File: src/rtl/wdt_pkg.sv
package wdt_pkg;
  localparam int unsigned SRC_N  = 3;
  localparam int unsigned CODE_W = 3;
  localparam int unsigned CTRL_W = SRC_N + CODE_W;
  localparam int unsigned REG_N  = 4;
  localparam int unsigned IDX_LSB = 2;

  typedef enum logic [1:0] {
    REG_CMP  = 2'd0,
    REG_EN   = 2'd1,
    REG_CNT  = 2'd2,
    REG_CTRL = 2'd3
  } wdt_reg_e;

  typedef struct packed {
    logic [CODE_W-1:0] code;
    logic [SRC_N-1:0]  src;
  } wdt_ctrl_t;
endpackage

File: src/rtl/wdt_regs.sv
module wdt_regs
  import wdt_pkg::*;
#(
  parameter int unsigned DATA_W = 16,
  parameter int unsigned ADDR_W = 4
) (
  input  logic              clk_i,
  input  logic              rst_ni,
  input  logic [ADDR_W-1:0] addr_i,
  input  logic [DATA_W-1:0] wdata_i,
  input  logic              we_i,
  input  logic [DATA_W-1:0] cnt_i,
  output logic [DATA_W-1:0] cmp_o,
  output logic              en_o,
  output wdt_ctrl_t         ctrl_o,
  output logic              cnt_wr_o,
  output logic              en_wr_o,
  output logic              presc_clr_o,
  output logic [DATA_W-1:0] rdata_o
);
  localparam int unsigned IDX_W = ADDR_W - IDX_LSB;

  logic [IDX_W-1:0] idx;
  logic [REG_N-1:0] wr_sel;
  logic             unused_addr;

  assign idx         = addr_i[ADDR_W-1:IDX_LSB];
  assign unused_addr = ^addr_i[IDX_LSB-1:0];

  for (genvar g = 0; g < REG_N; g++) begin : g_dec
    assign wr_sel[g] = we_i && (idx == IDX_W'(g));
  end

  always_ff @(posedge clk_i or negedge rst_ni) begin
    if (!rst_ni) begin
      cmp_o  <= '0;
      en_o   <= 1'b0;
      ctrl_o <= '0;
    end else begin
      if (wr_sel[REG_CMP])  cmp_o  <= wdata_i;
      if (wr_sel[REG_EN])   en_o   <= wdata_i[0];
      if (wr_sel[REG_CTRL]) ctrl_o <= wdata_i[CTRL_W-1:0];
    end
  end

  assign cnt_wr_o    = wr_sel[REG_CNT];
  assign en_wr_o     = wr_sel[REG_EN];
  // prescaler restart
  assign presc_clr_o = wr_sel[REG_CNT] || (wr_sel[REG_EN] && !wdata_i[0]);

  always_comb begin
    rdata_o = '0;
    unique case (idx)
      IDX_W'(REG_CMP):  rdata_o = cmp_o;
      IDX_W'(REG_EN):   rdata_o = DATA_W'(en_o);
      IDX_W'(REG_CNT):  rdata_o = cnt_i;
      IDX_W'(REG_CTRL): rdata_o = DATA_W'(ctrl_o);
      default:          rdata_o = '0;
    endcase
  end
endmodule

File: src/rtl/wdt_prescaler.sv
module wdt_prescaler
  import wdt_pkg::*;
#(
  parameter int unsigned MAX_CODE = 5,
  parameter int unsigned PRE_W    = 2 * MAX_CODE
) (
  input  logic              clk_i,
  input  logic              rst_ni,
  input  logic              clr_i,
  input  logic              tick_i,
  input  logic [CODE_W-1:0] code_i,
  output logic              step_o
);
  logic [PRE_W-1:0] pre_q;
  logic [PRE_W-1:0] limit;
  int unsigned      eff;

  // codes above MAX_CODE saturate to the largest divider
  always_comb begin
    eff   = (32'(code_i) > MAX_CODE) ? MAX_CODE : 32'(code_i);
    limit = PRE_W'((32'd1 << (2 * eff)) - 32'd1);
  end

  assign step_o = tick_i && (pre_q == limit);

  always_ff @(posedge clk_i or negedge rst_ni) begin
    if (!rst_ni)     pre_q <= '0;
    else if (clr_i)  pre_q <= '0;
    else if (tick_i) pre_q <= step_o ? '0 : pre_q + 1'b1;
  end
endmodule

File: src/rtl/wdt_core.sv
module wdt_core #(
  parameter int unsigned DATA_W    = 16,
  parameter int unsigned PULSE_LEN = 16
) (
  input  logic              clk_i,
  input  logic              rst_ni,
  input  logic              en_i,
  input  logic              cnt_wr_i,
  input  logic              en_wr_i,
  input  logic [DATA_W-1:0] wdata_i,
  input  logic [DATA_W-1:0] cmp_i,
  input  logic              step_i,
  output logic [DATA_W-1:0] cnt_o,
  output logic              run_o,
  output logic              reset_req_o
);
  localparam int unsigned PULSE_W = $clog2(PULSE_LEN + 1);

  logic               halted_q;
  logic               hit;
  logic [PULSE_W-1:0] pulse_q;

  assign hit   = en_i && !halted_q && (cnt_o == cmp_i);
  assign run_o = en_i && !halted_q && !hit;

  always_ff @(posedge clk_i or negedge rst_ni) begin
    if (!rst_ni)                cnt_o <= '0;
    else if (cnt_wr_i)          cnt_o <= wdata_i;  // write wins
    else if (run_o && step_i)   cnt_o <= cnt_o + 1'b1;
  end

  always_ff @(posedge clk_i or negedge rst_ni) begin
    if (!rst_ni)       halted_q <= 1'b0;
    else if (cnt_wr_i) halted_q <= 1'b0;
    else if (hit)      halted_q <= 1'b1;
    else if (en_wr_i)  halted_q <= 1'b0;
  end

  always_ff @(posedge clk_i or negedge rst_ni) begin
    if (!rst_ni)                                pulse_q <= '0;
    else if (hit && !cnt_wr_i && pulse_q == '0) pulse_q <= PULSE_W'(PULSE_LEN);
    else if (pulse_q != '0)                     pulse_q <= pulse_q - 1'b1;
  end

  assign reset_req_o = (pulse_q != '0);
endmodule

File: src/rtl/presc_watchdog.sv
module presc_watchdog
  import wdt_pkg::*;
#(
  parameter int unsigned DATA_W    = 16,
  parameter int unsigned ADDR_W    = 4,
  parameter int unsigned MAX_CODE  = 5,
  parameter int unsigned PULSE_LEN = 16
) (
  input  logic              clk_i,
  input  logic              rst_ni,
  input  logic [ADDR_W-1:0] addr_i,
  input  logic [DATA_W-1:0] wdata_i,
  input  logic              we_i,
  output logic [DATA_W-1:0] rdata_o,
  input  logic [SRC_N-1:0]  tick_i,
  output logic              reset_req_o
);
  logic [DATA_W-1:0] cmp_val;
  logic [DATA_W-1:0] cnt_val;
  logic              en_val;
  wdt_ctrl_t         ctrl_val;
  logic              cnt_wr;
  logic              en_wr;
  logic              presc_clr;
  logic              run;
  logic              step;
  logic [SRC_N-1:0]  src_tick;

  wdt_regs #(.DATA_W(DATA_W), .ADDR_W(ADDR_W)) u_regs (
    .clk_i      (clk_i),
    .rst_ni     (rst_ni),
    .addr_i     (addr_i),
    .wdata_i    (wdata_i),
    .we_i       (we_i),
    .cnt_i      (cnt_val),
    .cmp_o      (cmp_val),
    .en_o       (en_val),
    .ctrl_o     (ctrl_val),
    .cnt_wr_o   (cnt_wr),
    .en_wr_o    (en_wr),
    .presc_clr_o(presc_clr),
    .rdata_o    (rdata_o)
  );

  // one-hot style source gating
  for (genvar g = 0; g < SRC_N; g++) begin : g_src
    assign src_tick[g] = tick_i[g] && ctrl_val.src[g];
  end

  wdt_prescaler #(.MAX_CODE(MAX_CODE)) u_presc (
    .clk_i (clk_i),
    .rst_ni(rst_ni),
    .clr_i (presc_clr),
    .tick_i((|src_tick) && run),
    .code_i(ctrl_val.code),
    .step_o(step)
  );

  wdt_core #(.DATA_W(DATA_W), .PULSE_LEN(PULSE_LEN)) u_core (
    .clk_i      (clk_i),
    .rst_ni     (rst_ni),
    .en_i       (en_val),
    .cnt_wr_i   (cnt_wr),
    .en_wr_i    (en_wr),
    .wdata_i    (wdata_i),
    .cmp_i      (cmp_val),
    .step_i     (step),
    .cnt_o      (cnt_val),
    .run_o      (run),
    .reset_req_o(reset_req_o)
  );
endmodule

File: config.mk
export PLATFORM = sky130hd
export DESIGN_NAME = presc_watchdog
export DESIGN_NICKNAME = d
export VERILOG_FILES = /design/src/rtl/wdt_pkg.sv /design/src/rtl/wdt_regs.sv /design/src/rtl/wdt_prescaler.sv /design/src/rtl/wdt_core.sv /design/src/rtl/presc_watchdog.sv
export SDC_FILE = /design/constraint.sdc
export NUM_CORES = 1
export LEC_CHECK = 0
export ABC_AREA = 0
export BUFFER_PORTS_ARGS = -buffer_cell sky130_fd_sc_hd__buf_2
export CAP_MARGIN = 40
export CORE_ASPECT_RATIO = 0.7
export CORE_MARGIN = 3
export CORE_UTILIZATION = 60
export CTS_BUF_LIST = sky130_fd_sc_hd__clkbuf_4 sky130_fd_sc_hd__clkbuf_8 sky130_fd_sc_hd__clkbuf_16
export DETAILED_ROUTE_END_ITERATION = 10
export PLACE_DENSITY_LB_ADDON = 0.08
export SLEW_MARGIN = 30
export SYNTH_ARGS = -nofsm -noshare
export SYNTH_HDL_FRONTEND = slang
export SYNTH_SLANG_ARGS = --single-unit
File: constraint.sdc
create_clock -name clk_i -period 6.85 [get_ports clk_i]
set_input_delay 1.37 -clock clk_i [delete_from_list [all_inputs] [get_ports clk_i]]
set_output_delay 1.37 -clock clk_i [all_outputs]
set_load 0.02 [all_outputs]
==> metrics.cfg, run 1 <==
[timing]
setup_viol_count_final=0
fin_crit_ns=3.847
max_slew_margin=0.4580
final_hold_viol_count=0
max_freq_mhz=259.9
slew_viol_final=0
period_share=0.5617
setup_tns_ns=0
tightest_slew_ns=0.8131
rsz0062_at_grt=no
clock-skew-final_ns=0.01044

[clock_network]
insertion_delay_ns=0.32
ctsHtreeMaxLevel=2
clk_path_buf_depth=2
cts-resized-gates=0
clkSlewWorstSetupHoldPaths_ns=0.10
cts-root-buf=clkbuf_8
cts-hold-fix-buffers=0
cts_tree=done
cts_buffers=5
cts_sinks=55
cts_setup_buffers=0

[synthesis]
synth_fa_ha_area_frac=0.01527
synth_seq_cells=55
synth_flop_cell=dfrtp_1
yosys.area.top_type=dfrtp_1
netlist_instances=331
yosysWarnings=0
synthArstFlopShare=1.000
synthSimpleGateAreaFrac=0.1977
synth-xor-area-share=0.1149
synth_mux_area_frac=0.1427
seq_area_frac_synth=0.4198
synth_cell_types=44
syn_nets=361
syn_area_um2=3278
avgSynthCellArea_um2=9.904
synth_edf_count=0
synth-compound-area-share=0.07710
synthTopCellsByArea=dfrtp_1, mux2_2, xor2_1, xnor2_1, nor2_1
synth_top_family_by_area=simple AND/OR/NAND/NOR gates
synth_top_area_frac=0.4198

[routing]
vias=2458
drtIter0Drc=159
wl_per_cell_um=15.87
dr.pass1.iters=4
wirelength_mm=6.872
avgViaCountPerCell=5.677
drc=0
ant_nets=0

[critical_path]
path_cells=buf_2 -> nor2_1 -> a22o_1 -> buf_2
setup.worst_path.end_class=primary output
worstPathRequired_ns=5.48
worstSetupPathType=input pin to primary output
path_common_cell=buf_2
critPathLaunchType=input pin
crit_slowest_cell=buf_2
r2r_slack_ns=3.94
arrival_ns=2.48
critPathMaxFanout=21
crit_path_max_incr_delay_ns=0.44

[layout]
num-fill-cells=390
drive_above_1_share=0.2500
fin_cells=433
utilization=0.7158
layout_common_cells=dfrtp_1, buf_2, nor2_1, nand2_1, mux2_2
final_area_um2=3592
nNetsFinal=393
insertedDiodeCount=0
mostFrequentLayoutCell=dfrtp_1
syn_to_final_growth_pct=9.580

[global_routing]
overflow=0
grt_max_degree=56
antenna_found_initial=0
grt_first_pass_wirelength_mm=11.50
grt_pass1_vias=2333
grtUsageTotal=0.2339

[pwr]
p_per_area_nw_per_um2=256.5
finalPower_mw=0.9215
ir_drop_mv=0.1119
p_leak_nw=1.607

[floorplanning]
chipHeight_um=67.84
rows=21
core-area_um2=5019
dieArea_um2=6400
initial_core_util=0.6532
die_x_um=94.35
ios=43

[outcome]
status=finished clean

[place]
io_buffers=40
hpwl_mm=5.035
placed_cell_area_um2=3492
place_inst=424
gp_congestion=0.8388

[min_path]
hp-class=flip-flop to flip-flop

[run]
max-cap-violations=0

==> routing by layer <==
metal / share of wire / routed length, um / GRT usage / vias to the layer above
li1: - / - / - / 1220
met1: 0.51 / 3504 / 0.3563 / 1168
met2: 0.42 / 2894 / 0.3410 / 62
met3: 0.059 / 404 / 0.04725 / 8
met4: 0.010 / 69 / 0.06126 / 0
met5: 0 / 0 / 0 / -
==> stage by stage <==
stage | setup WS (ns) | hold WS (ns)
floorplan | 2.941 | 0.4381
global placement | 3.017 | 0.4520
detailed placement | 3.016 | 0.4690
CTS | 3.012 | 0.4931
global route | 2.948 | 0.5204
finish | 3.003 | 0.4863
==> cell families after synthesis <==
group / after synthesis
buffers and inverters: 24
DFF: 55
and+or+nand+nor: 125
muxes: 42
adders and majority gates: 4
xor gates and xnor gates: 43
AOI/OAI and AO/OA: 38
==> flip-flops by register name, indices dropped and copies added, names as in the netlist <==
signal,flops
u_regs.ctrl_o,6
u_core.cnt_o,16
u_core.pulse_q,5
u_core.halted_q,1
u_presc.pre_q,10
u_regs.cmp_o,16
u_regs.en_o,1
==> synthesized netlist by cell type, drive strengths merged (8+ instances only) <==
master / number
nor3: 12
clkbuf: 13
xor2: 24
mux2i: 13
mux2: 28
nand2: 31
xnor2: 19
nand4: 8
dfrtp: 55
nand3: 10
o21ai: 17
nor2: 35
nor4: 8
==> layout make-up <==
type                            count  area, um2  share of cell area
Multi-Input combinational cell    252       1795              0.4998
Clock buffer                        5      68.82             0.01916
Tap cell                           69      86.33             0.02403
Inverter                            7      26.28            0.007315
Clock inverter                      3      20.02            0.005573
Timing Repair Buffer               42      219.0             0.06095
Sequential cell                    55       1376              0.3831
==> critical path, delay by kind of cell <==
family / cells / cell delay (ns)
compound gates: 1 / 0.29
buf+inv: 2 / 0.60
simple gates: 1 / 0.23
==> report_power, final <==
| group | internal (mW) | switching [mW] |
|---|---|---|
| Sequential | 0.387 | 0.0832 |
| Combinational | 0.132 | 0.141 |
| Clock | 0.0713 | 0.107 |
==> final timing paths <==
path | start | endpoint | cells after the start
setup / recovery | addr_i[3] | rdata_o[1] | 4
hold reg to reg | u_core.pulse_q[4] | u_core.pulse_q[4] | 2
min in group asynchronous | rst_ni | u_regs.ctrl_o[3] | 2
hold / removal | u_core.pulse_q[4] | u_core.pulse_q[4] | 2
setup reg to reg | u_regs.ctrl_o[5] | u_core.cnt_o[6] | 9
max in group asynchronous | rst_ni | u_presc.pre_q[7] | 2
Power figures use the tool's default switching activity.
==> run 2: changes to the inputs <==
--- a/config.mk
+++ b/config.mk
@@ -10,7 +10,7 @@
 export CAP_MARGIN = 40
 export CORE_ASPECT_RATIO = 0.7
 export CORE_MARGIN = 3
-export CORE_UTILIZATION = 60
+export CORE_UTILIZATION = 52
 export CTS_BUF_LIST = sky130_fd_sc_hd__clkbuf_4 sky130_fd_sc_hd__clkbuf_8 sky130_fd_sc_hd__clkbuf_16
 export DETAILED_ROUTE_END_ITERATION = 10
 export PLACE_DENSITY_LB_ADDON = 0.08
==> constraint.sdc (replaced) <==
create_clock -name clk_i -period 3.52 [get_ports clk_i]
set_input_delay 0.704 -clock clk_i [delete_from_list [all_inputs] [get_ports clk_i]]
set_output_delay 0.704 -clock clk_i [all_outputs]
set_load 0.02 [all_outputs]
==> metrics.cfg, run 2 (synthesized netlist as in run 1, its figures left out) <==
[timing]
tightest_slew_ns=0.6857  ; was 0.8131 ns
rsz0062_at_grt=no  ; unchanged
period_share=0.8280
slew_viol_final=0  ; unchanged
fin_crit_ns=2.915
clock-skew-final_ns=0.008885  ; was 0.01044 ns
setup_tns_ns=0  ; unchanged
max_freq_mhz=343.1
final_hold_viol_count=0  ; unchanged
setup_viol_count_final=0  ; unchanged
setup_slack_ns=0.6055  ; was 3.003 ns
max_slew_margin=0.5429  ; was 0.4580

[floorplanning]
dieArea_um2=7308  ; was 6400 um2
rows=23  ; was 21
die_x_um=100.9  ; was 94.35 um
core-area_um2=5899  ; was 5019 um2
chipHeight_um=72.43  ; was 67.84 um
ios=43  ; unchanged
initial_core_util=0.5557  ; was 0.6532

[critical_path]
arrival_ns=3.10  ; was 2.48 ns
path_cells=or3_4 -> ha_1 -> xnor2_1 -> xnor2_1 -> nor3_1 -> nand4_2 -> nor3_1 -> xnor2_1 -> o21ai_0  ; was buf_2 -> nor2_1 -> a22o_1 -> buf_2
path_common_cell=xnor2_1  ; was buf_2
critPathLaunchType=flip-flop  ; was input pin
worstPathRequired_ns=3.70  ; was 5.48 ns
setup.worst_path.end_class=flip-flop  ; was primary output
critPathMaxFanout=11  ; was 21
worstSetupPathType=flip-flop to flip-flop  ; was input pin to primary output
worst-r2r-cell-count=9  ; unchanged
crit_path_max_incr_delay_ns=0.51  ; was 0.44 ns
crit_slowest_cell=dfrtp_1  ; was buf_2

[pwr]
p_leak_nw=1.633  ; was 1.607 nW
ir_drop_mv=0.2483  ; was 0.1119 mV
p_per_area_nw_per_um2=519.2  ; was 256.5 nW/um2
finalPower_mw=1.886  ; was 0.9215 mW

[place]
post-place-ws_ns=0.6429  ; was 3.016 ns
hpwl_mm=5.370  ; was 5.035 mm
io_buffers=40  ; unchanged
gp_congestion=0.8093  ; was 0.8388
placed_cell_area_um2=3515  ; was 3492 um2

[layout]
drive_above_1_share=0.2521  ; was 0.2500
insertedDiodeCount=0  ; unchanged
syn_to_final_growth_pct=10.80  ; was 9.580%
layout_common_cells=dfrtp_1, buf_2, nor2_1, nand2_1, mux2_2  ; unchanged
mostFrequentLayoutCell=dfrtp_1  ; unchanged
reg_top3=u_core.cnt_o (16), u_regs.cmp_o (16), u_presc.pre_q (10)  ; unchanged
nNetsFinal=394  ; was 393
final_area_um2=3632  ; was 3592 um2

[clock_network]
cts-hold-fix-buffers=0  ; unchanged
insertion_delay_ns=0.31  ; was 0.32 ns
cts_setup_buffers=0  ; unchanged
clkSlewWorstSetupHoldPaths_ns=0.10  ; about the same
cts_tree=done  ; unchanged
ctsHtreeMaxLevel=2  ; unchanged
cts_sinks=55  ; unchanged
cts-resized-gates=0  ; unchanged
cts-root-buf=clkbuf_8  ; unchanged
clk_path_buf_depth=2  ; unchanged
cts_buffers=5  ; unchanged

[global_routing]
grt_pass1_vias=2315  ; was 2333
antenna_found_initial=0  ; unchanged
overflow=0  ; unchanged
grt_first_pass_wirelength_mm=12.01  ; was 11.50 mm
grtUsageTotal=0.2088  ; was 0.2339
grt_max_degree=30  ; was 56

[routing]
wl_per_cell_um=16.53  ; was 15.87 um
vias=2468  ; was 2458
avgViaCountPerCell=5.609  ; was 5.677
wirelength_mm=7.275  ; was 6.872 mm
ant_nets=0  ; unchanged
dr.pass1.iters=4  ; unchanged
drtIter0Drc=114  ; was 159
drc=0  ; unchanged

[outcome]
status=finished clean  ; unchanged

[run]
max-cap-violations=0  ; unchanged

[min_path]
hp-class=input pin to asynchronous set/reset pin  ; was flip-flop to flip-flop

run 2: area by class of cell:
cell class | count | area [um2]
fillers | 521 | 2267
multi-input cells | 252 | 1795
flip-flops and latches | 55 | 1376
repair buffers | 43 | 222.7
well taps | 75 | 93.84
clock buffers | 6 | 82.58
clock inverters | 2 | 35.03
inverters | 7 | 26.28
run 2: final timing paths:
path	slack (ns)	from	endpoint
worst max-delay path	0.61	u_regs.ctrl_o[5]	u_core.cnt_o[6]
worst min-delay path	0.43	rst_ni	u_regs.cmp_o[3]
worst max register to register	0.61	u_regs.ctrl_o[5]	u_core.cnt_o[6]
worst min register to register	0.49	u_core.halted_q	u_core.halted_q
max in group asynchronous	2.28	rst_ni	u_regs.cmp_o[15]
min in group clk_i	0.49	u_core.halted_q	u_core.halted_q
run 2: worst max-delay path, delay by kind of cell (launching register included):
family	cells	cell delay, ns
flops	1	0.51
simple gates	4	1.48
fa+ha+maj	1	0.24
compound gates	1	0.09
xor+xnor	3	0.48
run 2: routing by layer:
metal | track usage | wire length [um]
met5 | 0 | 0
met1 | 0.3319 | 3865
met3 | 0.03842 | 431
met4 | 0.03687 | 42
met2 | 0.2991 | 2936
run 2: power breakdown:
part | internal [mW] | leakage, nW | switching [mW]
Clock | 0.231 | 0.0612 | 0.205
Sequential | 0.753 | 0.677 | 0.160
Combinational | 0.258 | 0.895 | 0.279
Total | 1.24 | 1.63 | 0.645
run 2: through the flow:
step / cells / util / hold WS (ns)
2_1_floorplan: 331 / - / 0.4084
6_report: 440 / 0.6157 / 0.4309
3_3_place_gp: 432 / 0.5958 / 0.4541
4_1_cts: 440 / 0.6157 / 0.4472
5_1_grt: 440 / 0.6157 / 0.4698
3_5_place_dp: 432 / 0.5958 / 0.4728
==> run 3: changes to the inputs <==
--- a/config.mk
+++ b/config.mk
@@ -5,12 +5,12 @@
 export SDC_FILE = /design/constraint.sdc
 export NUM_CORES = 1
 export LEC_CHECK = 0
-export ABC_AREA = 0
+export ABC_AREA = 1
 export BUFFER_PORTS_ARGS = -buffer_cell sky130_fd_sc_hd__buf_2
 export CAP_MARGIN = 40
 export CORE_ASPECT_RATIO = 0.7
 export CORE_MARGIN = 3
-export CORE_UTILIZATION = 52
+export CORE_UTILIZATION = 53
 export CTS_BUF_LIST = sky130_fd_sc_hd__clkbuf_4 sky130_fd_sc_hd__clkbuf_8 sky130_fd_sc_hd__clkbuf_16
 export DETAILED_ROUTE_END_ITERATION = 10
 export PLACE_DENSITY_LB_ADDON = 0.08
==> constraint.sdc (replaced) <==
create_clock -name clk_i -period 2.5 [get_ports clk_i]
set_input_delay 0.5 -clock clk_i [delete_from_list [all_inputs] [get_ports clk_i]]
set_output_delay 0.5 -clock clk_i [all_outputs]
set_load 0.02 [all_outputs]
==> metrics.cfg, run 3 <==
[timing]
setup_slack_ns=0.2282  ; was 0.6055 ns
max_freq_mhz=440.2  ; was 343.1 MHz
period_share=0.9087  ; was 0.8280
final_hold_viol_count=0  ; unchanged
setup_viol_count_final=0  ; unchanged
slew_viol_final=0  ; unchanged
clock-skew-final_ns=0.009443  ; was 0.008885 ns
rsz0062_at_grt=no  ; unchanged
tightest_slew_ns=0.5120  ; was 0.6857 ns
fin_crit_ns=2.272  ; was 2.915 ns
setup_tns_ns=0  ; unchanged
max_slew_margin=0.6579  ; was 0.5429

[pwr]
power.switching_mw=1.207  ; was 0.6445 mW
ir_drop_mv=0.4290  ; was 0.2483 mV
pwr-share-clk=0.234  ; was 0.231
internal-power_mw=1.896  ; was 1.241 mW
p_leak_nw=2.187  ; was 1.633 nW
p_per_area_nw_per_um2=753.8  ; was 519.2 nW/um2
seqPwrFrac=0.427  ; was 0.484
swShare=0.3889  ; was 0.3418
combPwrFrac=0.339  ; was 0.285
finalPower_mw=3.103  ; was 1.886 mW

[clock_network]
cts_tree=done  ; unchanged
cts_setup_buffers=0  ; unchanged
cts_sinks=55  ; unchanged
clkSlewWorstSetupHoldPaths_ns=0.10  ; about the same
ctsHtreeMaxLevel=2  ; unchanged
cts_buffers=5  ; unchanged
cts-root-buf=clkbuf_8  ; unchanged
cts-hold-fix-buffers=0  ; unchanged
insertion_delay_ns=0.32  ; was 0.31 ns
clk_path_buf_depth=2  ; unchanged
cts-resized-gates=0  ; unchanged

[synthesis]
synth_edf_count=0  ; unchanged
synth_flop_cell=dfrtp_1  ; unchanged
seq_area_frac_synth=0.3783  ; was 0.4198
synthArstFlopShare=1.000  ; unchanged
syn_area_um2=3638  ; was 3278 um2
synthTopCellsByArea=dfrtp_1, nand2_1, inv_1, nand3_1, o21ai_0  ; was dfrtp_1, mux2_2, xor2_1, xnor2_1, nor2_1
netlist_instances=532  ; was 331
yosysMostFrequentCell=nand2_1  ; was dfrtp_1
avgSynthCellArea_um2=6.839  ; was 9.904 um2
syn_nets=562  ; was 361
yosys.area.top_type=dfrtp_1  ; unchanged
synth_seq_cells=55  ; unchanged
synth_common_cells=nand2_1, inv_1, dfrtp_1, nand3_1  ; was dfrtp_1, nor2_1, nand2_1, mux2_2, xor2_1
yosysWarnings=0  ; unchanged
synth_top_area_frac=0.3783  ; was 0.4198
synth_cell_types=32  ; was 44

[layout]
drive_above_1_share=0.1458  ; was 0.2521
multiInputGateArea_um2=1946  ; was 1795 um2
num-fill-cells=615  ; was 521
utilization=0.6406  ; was 0.6157
nNetsFinal=605  ; was 394
fin_cells=667  ; was 440
insertedDiodeCount=0  ; unchanged
seq_area_um2=1376  ; unchanged
reg_top3=u_core.cnt_o (16), u_regs.cmp_o (16), u_presc.pre_q (10)  ; unchanged
syn_to_final_growth_pct=13.14  ; was 10.80%
mostFrequentLayoutCell=nand2_1  ; was dfrtp_1
layout_common_cells=nand2_1, inv_1, dfrtp_1, nand3_1, buf_2  ; was dfrtp_1, buf_2, nor2_1, nand2_1, mux2_2

[critical_path]
cp_num_cells=12  ; was 9
critical_path.top_delay_family=simple AND/OR/NAND/NOR gates  ; unchanged
crit_slowest_cell=dfrtp_1  ; unchanged
crit_path_max_incr_delay_ns=0.44  ; was 0.51 ns
critPathMaxFanout=9  ; was 11
setup.worst_path.end_class=flip-flop  ; unchanged
arrival_ns=2.49  ; was 3.10 ns
r2r-start=u_regs.ctrl_o[3]  ; was u_regs.ctrl_o[5]
path_cells=nor2_1 -> nand2_1 -> ha_1 -> nand2_1 -> nand2_1 -> nor2_1 -> nand4_1 -> nor2_2 -> nand3_4 -> buf_4 -> nand3_1 -> nand2_1  ; was or3_4 -> ha_1 -> xnor2_1 -> xnor2_1 -> nor3_1 -> nand4_2 -> nor3_1 -> xnor2_1 -> o21ai_0
r2r_slack_ns=0.23  ; was 0.61 ns
critical_path_buf_inv_count=1  ; was 0
path_common_cell=nand2_1  ; was xnor2_1
worstSetupPathType=flip-flop to flip-flop  ; unchanged
worst-r2r-cell-count=12  ; was 9
worstPathRequired_ns=2.72  ; was 3.70 ns
critPathLaunchType=flip-flop  ; unchanged
rr_endpoint=u_core.cnt_o[13]  ; was u_core.cnt_o[6]

[routing]
drc=0  ; unchanged
avgViaCountPerCell=5.331  ; was 5.609
wl_per_cell_um=13.81  ; was 16.53 um
wirelength_mm=9.213  ; was 7.275 mm
ant_nets=0  ; unchanged
vias=3556  ; was 2468
drtIter0Drc=253  ; was 114
dr.pass1.iters=5  ; was 4

[place]
post-place-ws_ns=0.2152  ; was 0.6429 ns
hpwl_mm=6.675  ; was 5.370 mm
gp_congestion=0.8588  ; was 0.8093
place_inst=658  ; was 432
io_buffers=40  ; unchanged

[floorplanning]
core-area_um2=6426  ; was 5899 um2
ios=43  ; unchanged
dieArea_um2=7911  ; was 7308 um2
rows=24  ; was 23
initial_core_util=0.5662  ; was 0.5557
die_x_um=105.0  ; was 100.9 um
chipHeight_um=75.32  ; was 72.43 um

[global_routing]
overflow=0  ; unchanged
grt_max_degree=56  ; was 30
antenna_found_initial=0  ; unchanged
grt_first_pass_wirelength_mm=14.96  ; was 12.01 mm
grtUsageTotal=0.2375  ; was 0.2088
grt_pass1_vias=3094  ; was 2315

[min_path]
hp-class=input pin to asynchronous set/reset pin  ; unchanged

[outcome]
status=finished clean  ; unchanged

[run]
max-cap-violations=0  ; unchanged

## run 3: cell types whose count changed after synthesis, sizes merged, moves of 6 or more
cell	previous run	this run
nand3	10	42
nor4	8	0
mux2	28	4
nor2	35	41
and3	6	0
nand4	8	15
nand2	31	201
mux2i	13	0
xnor2	19	2
inv	7	68
xor2	24	18
o21ai	17	37
## run 3: cells by family (layout without fill, tap and decap cells)
kind of cell | after synthesis | count (layout) | share of synthesized area
AND/OR/NAND/NOR | 308 | 308 | 0.3635
buffers and inverters | 81 | 125 | 0.08700
AO/OA/AOI/OAI | 60 | 60 | 0.09698
flip-flops | 55 | 55 | 0.3783
XOR/XNOR | 20 | 20 | 0.04814
adder cells (fa/ha/maj) | 4 | 4 | 0.01376
multiplexers | 4 | 4 | 0.01238
## run 3: metal layers
layer / global-route usage / routed length [um] / up-vias
met5: 0 / 0 / -
met4: 0.04949 / 76 / 0
met3: 0.04488 / 814 / 9
met2: 0.3575 / 3731 / 138
met1: 0.3601 / 4591 / 1620
li1: - / - / 1789
## run 3: layout make-up
class                           instances  area share
Clock inverter                          2     0.01459
Multi-Input combinational cell        396      0.4726
Tap cell                               91     0.02766
Inverter                               69     0.06292
Timing Repair Buffer                   48     0.06930
Sequential cell                        55      0.3343
Clock buffer                            6     0.01854
## run 3: metrics by stage
stage,instance area (um2),hold slack (ns)
floorplan,3638,0.2044
CTS,4109,0.1743
global placement,3973,0.4674
detailed placement,3973,0.4864
finish,4116,0.1551
global route,4116,0.1805
## run 3: how the worst max path moves through the flow
stage	startpoint	slack, ns	endpoint
2_1_floorplan	addr_i[3]	0.55	rdata_o[11]
3_3_place_gp	addr_i[3]	0.31	rdata_o[2]
3_5_place_dp	u_regs.ctrl_o[3]	0.22	u_presc.pre_q[7]
4_1_cts	u_regs.ctrl_o[3]	0.20	u_presc.pre_q[7]
5_1_grt	u_regs.ctrl_o[3]	0.002	u_core.cnt_o[4]
6_report	u_regs.ctrl_o[3]	0.23	u_core.cnt_o[13]
## run 3: worst register-to-register path, cell delays in order, from the launching register on
cell and delay, ns:
dfrtp_1 0.44, nor2_1 0.18, nand2_1 0.10, ha_1 0.31, nand2_1 0.07, nand2_1 0.05
nor2_1 0.17, nand4_1 0.15, nor2_2 0.17, nand3_4 0.17, buf_4 0.23, nand3_1 0.08
nand2_1 0.06
## run 3: power groups by stage
stage	sequential [mW]	clock [mW]	combinational [mW]
floorplan	1.27	0	0.813
global placement	1.33	0	1.01
detailed placement	1.33	0	1.04
CTS	1.32	0.737	1.05
global route	1.36	0.766	1.20
finish	1.33	0.726	1.05
